==> src/rtl/rtc_gate_pkg.sv <==
package rtc_gate_pkg;

    typedef enum logic {
        REL_HELD    = 1'b0,
        REL_RUNNING = 1'b1
    } rel_state_t;

    typedef enum logic {
        WIN_CLOSED = 1'b0,
        WIN_OPEN   = 1'b1
    } win_state_t;

endpackage

==> src/rtl/rtc_gate_decode.sv <==
module rtc_gate_decode #(
    parameter int                 ADDR_W   = 4,
    parameter logic [ADDR_W-1:0]  INIT_OFS = 4'h0,
    parameter logic [ADDR_W-1:0]  KEY_OFS  = 4'h4,
    parameter logic [31:0]        MAGIC    = 32'hA5EB_1357,
    parameter logic [15:0]        PASSWORD = 16'hA965
) (
    input  logic              wr_en,
    input  logic [ADDR_W-1:0] addr,
    input  logic [31:0]       wdata,
    output logic              magic_hit,
    output logic              key_hit
);

    always_comb begin
        magic_hit = wr_en && (addr == INIT_OFS) && (wdata == MAGIC);
        key_hit   = wr_en && (addr == KEY_OFS) && (wdata[15:0] == PASSWORD);
    end

endmodule

==> src/rtl/rtc_release_fsm.sv <==
module rtc_release_fsm
    import rtc_gate_pkg::*;
(
    input  logic clk,
    input  logic rst_n,
    input  logic magic_hit,
    output logic active
);

    rel_state_t state_q, state_d;

    always_comb begin
        state_d = state_q;
        unique case (state_q)
            REL_HELD:    if (magic_hit) state_d = REL_RUNNING;
            REL_RUNNING: state_d = REL_RUNNING;
        endcase
    end

    always_ff @(posedge clk or negedge rst_n) begin
        if (!rst_n) state_q <= REL_HELD;
        else        state_q <= state_d;
    end

    always_comb begin
        unique case (state_q)
            REL_HELD:    active = 1'b0;
            REL_RUNNING: active = 1'b1;
        endcase
    end

    // release is permanent
    a_r3_stays_active: assert property (@(posedge clk) disable iff (!rst_n)
        active |=> active);

    // release only follows a release-word write
    a_r2_release_cause: assert property (@(posedge clk) disable iff (!rst_n)
        !active && !magic_hit |=> !active);

endmodule

==> src/rtl/rtc_window_fsm.sv <==
module rtc_window_fsm
    import rtc_gate_pkg::*;
#(
    parameter int WINDOW_LEN = 1024
) (
    input  logic clk,
    input  logic rst_n,
    input  logic active,
    input  logic key_hit,
    output logic access_en
);

    localparam int CNT_W = (WINDOW_LEN > 1) ? $clog2(WINDOW_LEN) : 1;
    localparam logic [CNT_W-1:0] LAST = CNT_W'(WINDOW_LEN - 1);

    win_state_t       state_q, state_d;
    logic [CNT_W-1:0] cnt_q;
    logic             open_req;

    assign open_req = key_hit && active;

    always_comb begin
        state_d = state_q;
        unique case (state_q)
            WIN_CLOSED: if (open_req) state_d = WIN_OPEN;
            WIN_OPEN:   if (!open_req && cnt_q == '0) state_d = WIN_CLOSED;
        endcase
    end

    always_ff @(posedge clk or negedge rst_n) begin
        if (!rst_n) state_q <= WIN_CLOSED;
        else        state_q <= state_d;
    end

    always_ff @(posedge clk or negedge rst_n) begin
        if (!rst_n)                            cnt_q <= '0;
        else if (open_req)                     cnt_q <= LAST;
        else if (state_q == WIN_OPEN && cnt_q != '0) cnt_q <= cnt_q - 1'b1;
    end

    always_comb begin
        unique case (state_q)
            WIN_CLOSED: access_en = 1'b0;
            WIN_OPEN:   access_en = 1'b1;
        endcase
    end

    // no window before release
    a_r8_closed_in_reset: assert property (@(posedge clk) disable iff (!rst_n)
        !active |-> !access_en);

    // a window only opens on a valid key while released
    a_r5_open_cause: assert property (@(posedge clk) disable iff (!rst_n)
        !access_en && !(key_hit && active) |=> !access_en);

    // window closes when the count is spent and no key arrives
    a_r6_expiry: assert property (@(posedge clk) disable iff (!rst_n)
        access_en && cnt_q == '0 && !key_hit |=> !access_en);

    // a key inside the window keeps it open with a full count
    a_r7_restart: assert property (@(posedge clk) disable iff (!rst_n)
        access_en && key_hit |=> access_en && cnt_q == LAST);

endmodule

==> src/rtl/rtc_gate_ctrl.sv <==
module rtc_gate_ctrl #(
    parameter int                 ADDR_W     = 4,
    parameter logic [ADDR_W-1:0]  INIT_OFS   = 4'h0,
    parameter logic [ADDR_W-1:0]  KEY_OFS    = 4'h4,
    parameter logic [31:0]        MAGIC      = 32'hA5EB_1357,
    parameter logic [15:0]        PASSWORD   = 16'hA965,
    parameter int                 WINDOW_LEN = 1024
) (
    input  logic              clk,
    input  logic              rst_n,
    input  logic              wr_en,
    input  logic [ADDR_W-1:0] addr,
    input  logic [31:0]       wdata,
    output logic [31:0]       rdata,
    output logic              active,
    output logic              access_en
);

    localparam int FLAG_BIT = 16;

    logic magic_hit;
    logic key_hit;

    rtc_gate_decode #(
        .ADDR_W  (ADDR_W),
        .INIT_OFS(INIT_OFS),
        .KEY_OFS (KEY_OFS),
        .MAGIC   (MAGIC),
        .PASSWORD(PASSWORD)
    ) u_decode (
        .wr_en    (wr_en),
        .addr     (addr),
        .wdata    (wdata),
        .magic_hit(magic_hit),
        .key_hit  (key_hit)
    );

    rtc_release_fsm u_release (
        .clk      (clk),
        .rst_n    (rst_n),
        .magic_hit(magic_hit),
        .active   (active)
    );

    rtc_window_fsm #(
        .WINDOW_LEN(WINDOW_LEN)
    ) u_window (
        .clk      (clk),
        .rst_n    (rst_n),
        .active   (active),
        .key_hit  (key_hit),
        .access_en(access_en)
    );

    always_comb begin
        rdata = '0;
        if (addr == INIT_OFS)     rdata[0]        = active;
        else if (addr == KEY_OFS) rdata[FLAG_BIT] = access_en;
    end

    // write-only part of the release register never reads back
    a_r4_init_upper_zero: assert property (@(posedge clk) disable iff (!rst_n)
        addr == INIT_OFS |-> rdata[31:1] == '0);

    // key field never reads back
    a_r10_key_low_zero: assert property (@(posedge clk) disable iff (!rst_n)
        addr == KEY_OFS |-> rdata[15:0] == '0);

endmodule

==> config.mk <==
export PLATFORM = sky130hd
export DESIGN_NAME = rtc_gate_ctrl
export DESIGN_NICKNAME = d
export VERILOG_FILES = /design/src/rtl/rtc_gate_pkg.sv /design/src/rtl/rtc_gate_decode.sv /design/src/rtl/rtc_release_fsm.sv /design/src/rtl/rtc_window_fsm.sv /design/src/rtl/rtc_gate_ctrl.sv
export SDC_FILE = /design/constraint.sdc
export NUM_CORES = 1
export LEC_CHECK = 0
export ABC_AREA = 0
export CELL_PAD_IN_SITES_DETAIL_PLACEMENT = 1
export CELL_PAD_IN_SITES_GLOBAL_PLACEMENT = 1
export CORE_ASPECT_RATIO = 0.9
export CORE_UTILIZATION = 21
export DETAILED_ROUTE_END_ITERATION = 12
export PLACE_DENSITY = 0.86
export SLEW_MARGIN = 0
export SYNTH_ARGS = -nofsm -noshare
export SYNTH_HDL_FRONTEND = slang
export SYNTH_SLANG_ARGS = --single-unit
==> constraint.sdc <==
create_clock -name clk -period 1.7 [get_ports clk]
set_input_delay 0.425 -clock clk [delete_from_list [all_inputs] [get_ports clk]]
set_output_delay 0.425 -clock clk [all_outputs]
set_load 0.03 [all_outputs]
* Word level (Yosys, flattened, before mapping)
Index checks and enable logic that the tools add are counted.
** Word-level totals
- Word-level logic and storage cells :: 33
- Register bits :: 12
- Output and inout port bits :: 34
- Input bits :: 39
** Cells by class
- Reductions and logical operators :: 12
- Bitwise gates (word level) :: 2
- Mux-type cells :: 12
- Equal/unequal tests :: 3
- Add/sub/neg operators :: 1
** Operators by type and width (count)
- $eq A32 B32 Y1 const B :: 1
- $mux W10 :: 2
- $eq A16 B16 Y1 const B :: 1
- $logic_not A10 Y1 :: 1
- $reduce_bool A10 Y1 :: 1
- $sub A10 B1 Y10 const B :: 1
- $pmux W1 S2 :: 4
- $logic_and A1 B1 Y1 :: 7
- $mux W1 :: 6
- $eq A4 B3 Y1 const B :: 1
- $logic_not A4 Y1 :: 1
- $not A1 Y1 :: 2
- $reduce_bool A2 Y1 :: 1
- $logic_not A1 Y1 :: 1

* Longest topological paths before layout
Gate-level depths: netlist (run 1).
- Depth after elaboration :: 8
- Depth in mapped cells :: 6
- Gate-level depth less buffers :: 6

* By module
From an unflattened synthesis (run 1), not the netlist that was laid out.
** Second synthesis, totals
- Cell total of the unflattened synthesis :: 118
- Area, all modules :: 1057.3 um2
** Modules (own cells, without submodules)
- rtc_window_fsm :: cells an instance 62, seq. area each 275.3 um2, area each 601.8 um2, times used 1
- rtc_gate_ctrl :: cells an instance 35, seq. area each 0.0 um2, area each 264.0 um2, times used 1
- rtc_gate_decode :: cells an instance 19, seq. area each 0.0 um2, area each 160.2 um2, times used 1
- rtc_release_fsm :: cells an instance 2, seq. area each 25.0 um2, area each 31.3 um2, times used 1

* Least setup slack after synthesis (run 1)
No wires, ideal clock.
- Kind :: input to register
- Start :: input wdata[3]
- End :: register u_window.cnt_q[1]
- Arrival :: 1.797 ns
- Cell stages on the path :: 5
- Library setup time :: 0.080 ns
- Path buffers :: 1
- Path slack :: -0.178 ns
- Cell sequence :: nand4b_1 or4_4 or4_4 buf_6 o211ai_2
** Between the ends
- Cells in the longest elaborated chain, start to end :: 4
- Elaborated cells on any way between the ends :: 5
** Ends and longest elaborated chain
- start: declaration :: line rtc_gate_ctrl.sv:13 : input logic [31:0] wdata,
- $eq A16 B16 Y1 (*) :: line rtc_gate_decode.sv:17 : key_hit = wr_en && (addr == KEY_OFS) && (wdata[15:0] == PASSWORD);
- $logic_and A1 B1 Y1 (*) :: line rtc_gate_decode.sv:17
- $logic_and A1 B1 Y1 (*) :: line rtc_window_fsm.sv:20 : assign open_req = key_hit && active;
- $mux W10 / $reduce_bool A2 Y1 (equally long branches)
- end signal: assignment :: line rtc_window_fsm.sv:38 : else if (state_q == WIN_OPEN && cnt_q != '0) cnt_q <= cnt_q - 1'b1;
- end: declaration :: line rtc_window_fsm.sv:17 : logic [CNT_W-1:0] cnt_q;
Mark *: on every way between the ends. The rest lies on a longest branch, timed or not.
A chain may end at the register's enable or synchronous reset.

* Worst setup path after layout (run 1)
- Start :: register u_window.cnt_q[3]
- End :: register u_window.cnt_q[9]
** Between the ends
- Cells in the longest elaborated chain, start to end :: 3
- Elaborated cells on any way between the ends :: 6
** Ends and longest elaborated chain (line)
- $sub A10 B1 Y10 / $reduce_bool A10 Y1 (equally long branches) :: rtc_window_fsm.sv:38
- $mux W10 / $logic_and A1 B1 Y1 (equally long branches) :: rtc_window_fsm.sv:38
- $mux W10 / $reduce_bool A2 Y1 (equally long branches)
Several ways; a longest one is shown, not always the timed one. The select of a mux whose other input is x is not followed.

==> results of run 1 <==
routing by layer:
layer	vias up	GRT usage [%]	wire, um
li1	473	-	-
met1	502	11.23	1087
met2	38	27.48	1981
met3	8	3.582	176
met4	0	6.840	77
met5	-	0	0
worst max path at each step:
stage                                             start                             to  depth (start not counted)
after floorplan                                wdata[3]  u_window.cnt_q[1]$_DFFE_PN0P_                          5
after global placement                         wdata[0]  u_window.cnt_q[2]$_DFFE_PN0P_                          5
after detailed placement                       wdata[5]  u_window.cnt_q[2]$_DFFE_PN0P_                          5
after CTS                 u_window.cnt_q[5]$_DFFE_PN0P_  u_window.cnt_q[9]$_DFFE_PN0P_                          4
after global routing      u_window.cnt_q[3]$_DFFE_PN0P_  u_window.cnt_q[9]$_DFFE_PN0P_                          4
final                     u_window.cnt_q[3]$_DFFE_PN0P_  u_window.cnt_q[9]$_DFFE_PN0P_                          4
metrics by stage:
step | hold WS, ns | area, um^2
2_1_floorplan | 0.1294 | 1122
3_3_place_gp | 0.5140 | 1469
3_5_place_dp | 0.5173 | 1469
4_1_cts | 0.4841 | 1604
5_1_grt | 0.4968 | 1650
6_report | 0.4781 | 1650
timing repair:
item	in CTS	in global routing
pin swaps	12	8
cloned	1	0
buffers inserted	4	1
endpoints found under the setup margin	16	13
gates resized for setup	47	14
endpoints found under the hold margin	0	0
where the power goes:
part / switching [uW] / internal, uW
Clock: 119 / 205
Sequential: 0.0000000234 / 286
Combinational: 119 / 77.2
final cells by class:
type / count / share of cell area (%)
multi-input cells: 93 / 41.24
repair buffers: 59 / 31.31
flip-flops and latches: 12 / 18.27
well taps: 62 / 4.701
clock buffers: 4 / 3.336
inverters: 5 / 1.137
cells by family after synthesis:
kind of cell	share of synthesized area (%)
AO/OA/AOI/OAI	10.83
XOR/XNOR	0.8719
adder cells (fa/ha/maj)	1.245
buffers and inverters	25.41
flip-flops	29.89
multiplexers	1.993
other	0.3732
AND/OR/NAND/NOR	29.39
cell usage in the layout (no fill, tap or decap), types with 2 or more instances in the layout:
master / n
or4_4: 7
buf_2: 2
o211ai_2: 3
nand3_1: 2
nor3_2: 2
dfrtp_1: 11
nand2_1: 9
buf_6: 2
conb_1: 30
nor3_1: 3
dlygate4sd2_1: 6
or3_1: 2
nand4b_1: 2
mux2i_1: 2
inv_1: 3
nand3b_1: 3
clkbuf_8: 4
clkdlybuf4s50_1: 22
buf_4: 18
a21oi_1: 3
nor2_1: 3
clkbuf_2: 3
inv_2: 2
clkdlybuf4s15_1: 5
sequential cells by signal, indices dropped and copies added, names as in the netlist:
register,flops
u_window.state_q,1
u_release.state_q,1
u_window.cnt_q,10
==> flow_summary_export.csv, run 1 <==
group,metric,value,unit
status,status,"finished with violations",
status,failed_checks,"setup timing",
clock_network,clk_latency,0.25,ns
setup_path,r2r_start,"u_window.cnt_q[3]$_DFFE_PN0P_",
floorplanning,die-area,0.005065,mm^2
synthesis,synth_warnings,0,
routing,drtIter0Drc,50,
synthesis,ys_top_cells_by_area,"dfrtp_1 30%, buf_4 22%, o211ai_2 3.7%",
global_route,antenna_found_initial,0,
setup_path,crit_required,1.84,ns
global_route,grt_max_degree,13,
power,powerDensity,488.7,mW/mm^2
synthesis,synth_area,0.001005,mm^2
synthesis,synth_common_cells,"30 x buf_4, 12 x dfrtp_1, 9 x nand2_1",
setup_path,critPathKind,"reg -> reg",
sta,finalHoldViolations,0,
routing,wirelength,3322,um
routing,num_vias,1021,
clock_network,postCtsHoldBufs,0,
sta,rsz0062_at_grt,"true",
routing,antenna_left,0,
global_route,grt_pass1_wl,4864,um
place,dp_hpwl,2269,um
final_layout,layout.cells.non_filler,235,
setup_path,slowest_stage,"or4_4",
setup_path,end_kind,"register",
setup_path,timing.rr.end,"u_window.cnt_q[9]$_DFFE_PN0P_",
routing,drc,0,
setup_path,cp_max_fo,2,
final_layout,antenna_cells,0,
sta,fmax,561.2,MHz
synthesis,synth_edf_count,0,
clock_network,htreeDepth,1,
setup_path,slowest_delay,0.55,ns
setup_path,crit_chain,"or4_4 -> or4_4 -> mux2i_1 -> nand2_1",
sta,finalWorstSetupSlack,-0.08186,ns
sta,slew_violations,0,
floorplanning,die_y,67.62,um
setup_path,crit_path_start_kind,"register",
synthesis,syn_avg_cell_area,9.051,um^2
floorplanning,rows,23,
synthesis,synth_flop_cell,"dfrtp_1",
floorplanning,core-area,0.004518,mm^2
floorplanning,start_util,22.24,%
final_layout,drive_above_1_share,31.21,%
synthesis,ys_seq_elements,12,
final_layout,area_growth,64.26,%
global_route,grtUsageTotal,13.25,%
power,leakage,0.0007152,uW
floorplanning,dieWidth,74.91,um
global_route,grt_pass1_vias,1069,
min_path,hp-class,"in -> async",
synthesis,yosysUniqueCellTypes,37,
clock_network,cts_sinks,12,
final_layout,nFillCells,546,
sta,setup_tns,-0.1190,ns
power,finalPower,806.6,uW
setup_path,reg2reg_slack,-0.08,ns
synthesis,synth_top_cell_by_area,"dfrtp_1",
final_layout,register_area,301.5,um^2
sta,finClkSkew,0.001799,ns
sta,finalSetupViolCount,3,
clock_network,cts_root_buffer,"clkbuf_8",
job,drv_cap,0,
setup_path,crit_buf_inv,0,
synthesis,syn_inst,111,
place,io_buffer_count,42,
synthesis,post-synth-top-count-cell,"buf_4",
routing,dr.pass1.iters,4,
clock_network,clk_pin_slew,0.06,ns
floorplanning,ios,73,
synthesis,seq_area_frac_synth,29.89,%
routing,vias_per_cell,4.345,
clock_network,cts_tree,"done",
sta,timing.slew.headroom,60.70,%
global_route,gr-total-overflow,0,
final_layout,nets,214,
synthesis,yosysTopAreaCellShare,29.89,%
clock_network,clock_path_buffers,2,
sta,worstMarginPinSlew,0.5850,ns
setup_path,arrival,1.92,ns
sta,finalCritPeriodShare,104.8,%
setup_path,ff2ff_path_depth,4,
power,peakVddDrop,0.1872,mV
sta,fin_crit,1.782,ns
final_layout,multi_input_area,680.7,um^2
place,pre_cts_slack,-0.6309,ns
place,place_congestion,0.7433,
setup_path,crit_family,"simple AND/OR/NAND/NOR gates",
clock_network,cts_buffers,3,
place,place_inst,225,
routing,wl_per_cell,14.14,um
final_layout,final_core_utilization,36.53,%
synthesis,async_reset_ff_share,100.0,%
setup_path,cpMostUsedCell,"or4_4",
Power figures use the tool's default switching activity.
==> inputs of run 2 (changes only) <==
--- a/config.mk
+++ b/config.mk
@@ -5,13 +5,13 @@
 export SDC_FILE = /design/constraint.sdc
 export NUM_CORES = 1
 export LEC_CHECK = 0
-export ABC_AREA = 0
+export ABC_AREA = 1
 export CELL_PAD_IN_SITES_DETAIL_PLACEMENT = 1
 export CELL_PAD_IN_SITES_GLOBAL_PLACEMENT = 1
 export CORE_ASPECT_RATIO = 0.9
 export CORE_UTILIZATION = 21
 export DETAILED_ROUTE_END_ITERATION = 12
-export PLACE_DENSITY = 0.86
+export PLACE_DENSITY = 0.85
 export SLEW_MARGIN = 0
 export SYNTH_ARGS = -nofsm -noshare
 export SYNTH_HDL_FRONTEND = slang
==> flow_summary_export.csv, run 2 <==
group,metric,value,unit
power,power_frac_seq,35.1,%
synthesis,synth_top_cell_by_area,"dfrtp_1",
power,clkPwrFrac,38.6,%
global_route,grt_pass1_vias,1172,
setup_path,ff2ff_path_depth,8,
setup_path,slowest_delay,0.24,ns
synthesis,yosysTopAreaCellShare,26.58,%
floorplanning,core-area,0.005015,mm^2
clock_network,cts_tree,"done",
synthesis,post-synth-top-count-cell,"buf_4",
setup_path,crit_path_start,"addr[0]",
synthesis,synth-adder-area-share,1.107,%
synthesis,synth_compound_area_share,0,%
setup_path,endpoint,"rdata[16]",
clock_network,cts_sinks,12,
sta,fin_crit,1.621,ns
sta,finalSetupViolCount,0,
routing,drtIter0Drc,41,
global_route,grt_max_degree,20,
final_layout,drive_above_1_share,9.906,%
routing,drc,0,
final_layout,final_core_utilization,31.46,%
setup_path,r2r_start,"u_window.cnt_q[0]$_DFFE_PN0P_",
sta,finalWorstSetupSlack,0.07914,ns
setup_path,crit_cells,5,
routing,dr.pass1.iters,3,
floorplanning,die_y,71.59,um
floorplanning,start_util,22.53,%
power,p_int,583.3,uW
sta,finalCritPeriodShare,95.34,%
synthesis,synth_top_family_by_area,"simple AND/OR/NAND/NOR gates",
synthesis,synth_common_cells,"30 x buf_4, 29 x nand2_1, 22 x inv_1",
global_route,antenna_found_initial,0,
synthesis,synth_simple_gate_area_share,42.41,%
floorplanning,ios,73,
min_path,hp-class,"in -> async",
routing,wl_per_cell,11.98,um
global_route,gr-total-overflow,0,
floorplanning,dieWidth,79.32,um
setup_path,slowest_stage,"dlygate4sd2_1",
setup_path,timing.rr.end,"u_window.cnt_q[1]$_DFFE_PN0P_",
synthesis,synth_flop_cell,"dfrtp_1",
sta,finClkSkew,0.001101,ns
setup_path,arrival,1.20,ns
clock_network,cts_buffers,3,
floorplanning,rows,24,
synthesis,synth.area.mux_share,0,%
global_route,grtUsageTotal,12.41,%
setup_path,crit_chain,"dlygate4sd2_1 -> nor2_2 -> nand3b_1 -> nor2_1 -> buf_4",
global_route,grt_pass1_wl,5361,um
setup_path,cp_max_fo,2,
clock_network,clock_path_buffers,2,
place,place_congestion,0.7648,
power,powerDensity,525.3,mW/mm^2
synthesis,ys_top_cells_by_area,"dfrtp_1 27%, buf_4 20%, nand2_1 9.6%",
routing,wirelength,3318,um
synthesis,synth_warnings,0,
final_layout,largest_register_ffs,10,
final_layout,final_common_cell,"clkdlybuf4s50_1",
synthesis,async_reset_ff_share,100.0,%
final_layout,layout_common_cells,"34 x clkdlybuf4s50_1, 30 x conb_1, 29 x nand2_1, 22 x inv_1, 20 x nand3_1",
clock_network,postCtsHoldBufs,0,
synthesis,seq_area_frac_synth,26.58,%
final_layout,largest_register,"u_window.cnt_q",
final_layout,area_growth,39.65,%
sta,slew_violations,0,
power,p_sw_share,29.63,%
power,finalPower,828.8,uW
place,io_buffer_count,42,
clock_network,clk_pin_slew,0.05,ns
place,placed_cell_area,0.001511,mm^2
synthesis,yosysUniqueCellTypes,19,
power,peakVddDrop,0.2609,mV
synthesis,synth_edf_count,0,
setup_path,crit_required,1.27,ns
routing,antenna_left,0,
sta,setup_tns,0,ns
setup_path,critPathKind,"in -> out",
synthesis,ys_seq_elements,12,
sta,finalHoldViolations,0,
final_layout,nets,253,
floorplanning,die-area,0.005678,mm^2
power,p_sw,245.6,uW
clock_network,cts_root_buffer,"clkbuf_8",
setup_path,end_kind,"output pin",
final_layout,top_regs,"u_window.cnt_q (10), u_release.state_q (1), u_window.state_q (1)",
setup_path,crit_family,"buffers and inverters",
sta,rsz0062_at_grt,"false",
routing,num_vias,1139,
synthesis,synth_xor_area_share,0,%
job,drv_cap,0,
sta,fmax,617.0,MHz
final_layout,antenna_cells,0,
power,combPwrFrac,26.2,%
place,dp_hpwl,2785,um
place,pre_cts_slack,-0.1110,ns
routing,vias_per_cell,4.112,
status,status,"finished clean",
synthesis,syn_inst,165,
setup_path,crit_buf_inv,2,
clock_network,clk_latency,0.25,ns
synthesis,synth_area,0.001130,mm^2
final_layout,final_cell_area,0.001578,mm^2
setup_path,crit_path_start_kind,"primary input",
clock_network,htreeDepth,1,
power,leakage,0.0007808,uW
setup_path,reg2reg_slack,0.25,ns
synthesis,syn_avg_cell_area,6.847,um^2
==> run 2: power groups by stage <==
| stage | logic, uW | registers, uW | clock network [uW] |
|---|---|---|---|
| 2_1_floorplan | 164 | 295 | 0 |
| 3_3_place_gp | 213 | 296 | 0 |
| 3_5_place_dp | 218 | 296 | 0 |
| 4_1_cts | 217 | 291 | 330 |
| 5_1_grt | 231 | 291 | 340 |
| 6_report | 217 | 291 | 320 |
==> run 2: cell type report <==
type	instances	area [um^2]
Clock buffer	4	55.05
Fill cell	635	3437
Inverter	22	82.58
Multi-Input combinational cell	126	606.8
Sequential cell	12	300.3
Tap cell	65	81.33
Timing Repair Buffer	48	451.7
==> run 2: per-stage QoR <==
stage	hold slack, ns	std cells
3_3_place_gp	0.4815	271
5_1_grt	0.5079	277
2_1_floorplan	0.1294	194
6_report	0.4824	277
3_5_place_dp	0.4941	271
4_1_cts	0.4902	277
==> run 2: worst min path at each step <==
stage,start,end,slack [ns],depth (start not counted)
CTS,rst_n,u_window.cnt_q[3]$_DFFE_PN0P_,0.49,2
detailed placement,u_window.cnt_q[0]$_DFFE_PN0P_,u_window.cnt_q[0]$_DFFE_PN0P_,0.49,2
floorplan,rst_n,u_release.state_q$_DFF_PN0_,0.13,0
global route,rst_n,u_window.cnt_q[3]$_DFFE_PN0P_,0.51,2
finish,rst_n,u_window.cnt_q[4]$_DFFE_PN0P_,0.48,2
global placement,u_window.cnt_q[0]$_DFFE_PN0P_,u_window.cnt_q[0]$_DFFE_PN0P_,0.48,2
==> run 2: per-layer routing <==
metal	track usage, %	up-vias	part of all wire (%)
met4	4.444	0	2.2
met1	12.88	545	37
met5	0	-	0
met2	23.66	21	57
met3	3.439	8	3.7
li1	-	565	-
==> run 2: cells by family (layout without fill, tap and decap cells) <==
kind of cell / Yosys count / after routing
buffers and inverters: 56 / 74
AND/OR/NAND/NOR: 95 / 95
other: 1 / 30
adder cells (fa/ha/maj): 1 / 1
flip-flops: 12 / 12
==> run 2: worst register-to-register path, stage by stage (launching register included) <==
cell	delay (ns)
dfrtp_1	0.38
inv_1	0.10
ha_1	0.21
nand2_2	0.11
nor2_4	0.16
nand2_4	0.15
nand2_1	0.15
nand2_1	0.06
nand3_1	0.08
==> run 2: repair_timing <==
item / in CTS / in global routing
setup endpoints to repair: 3 / 0
resized for setup: 6 / 0
buffers inserted: 2 / 0
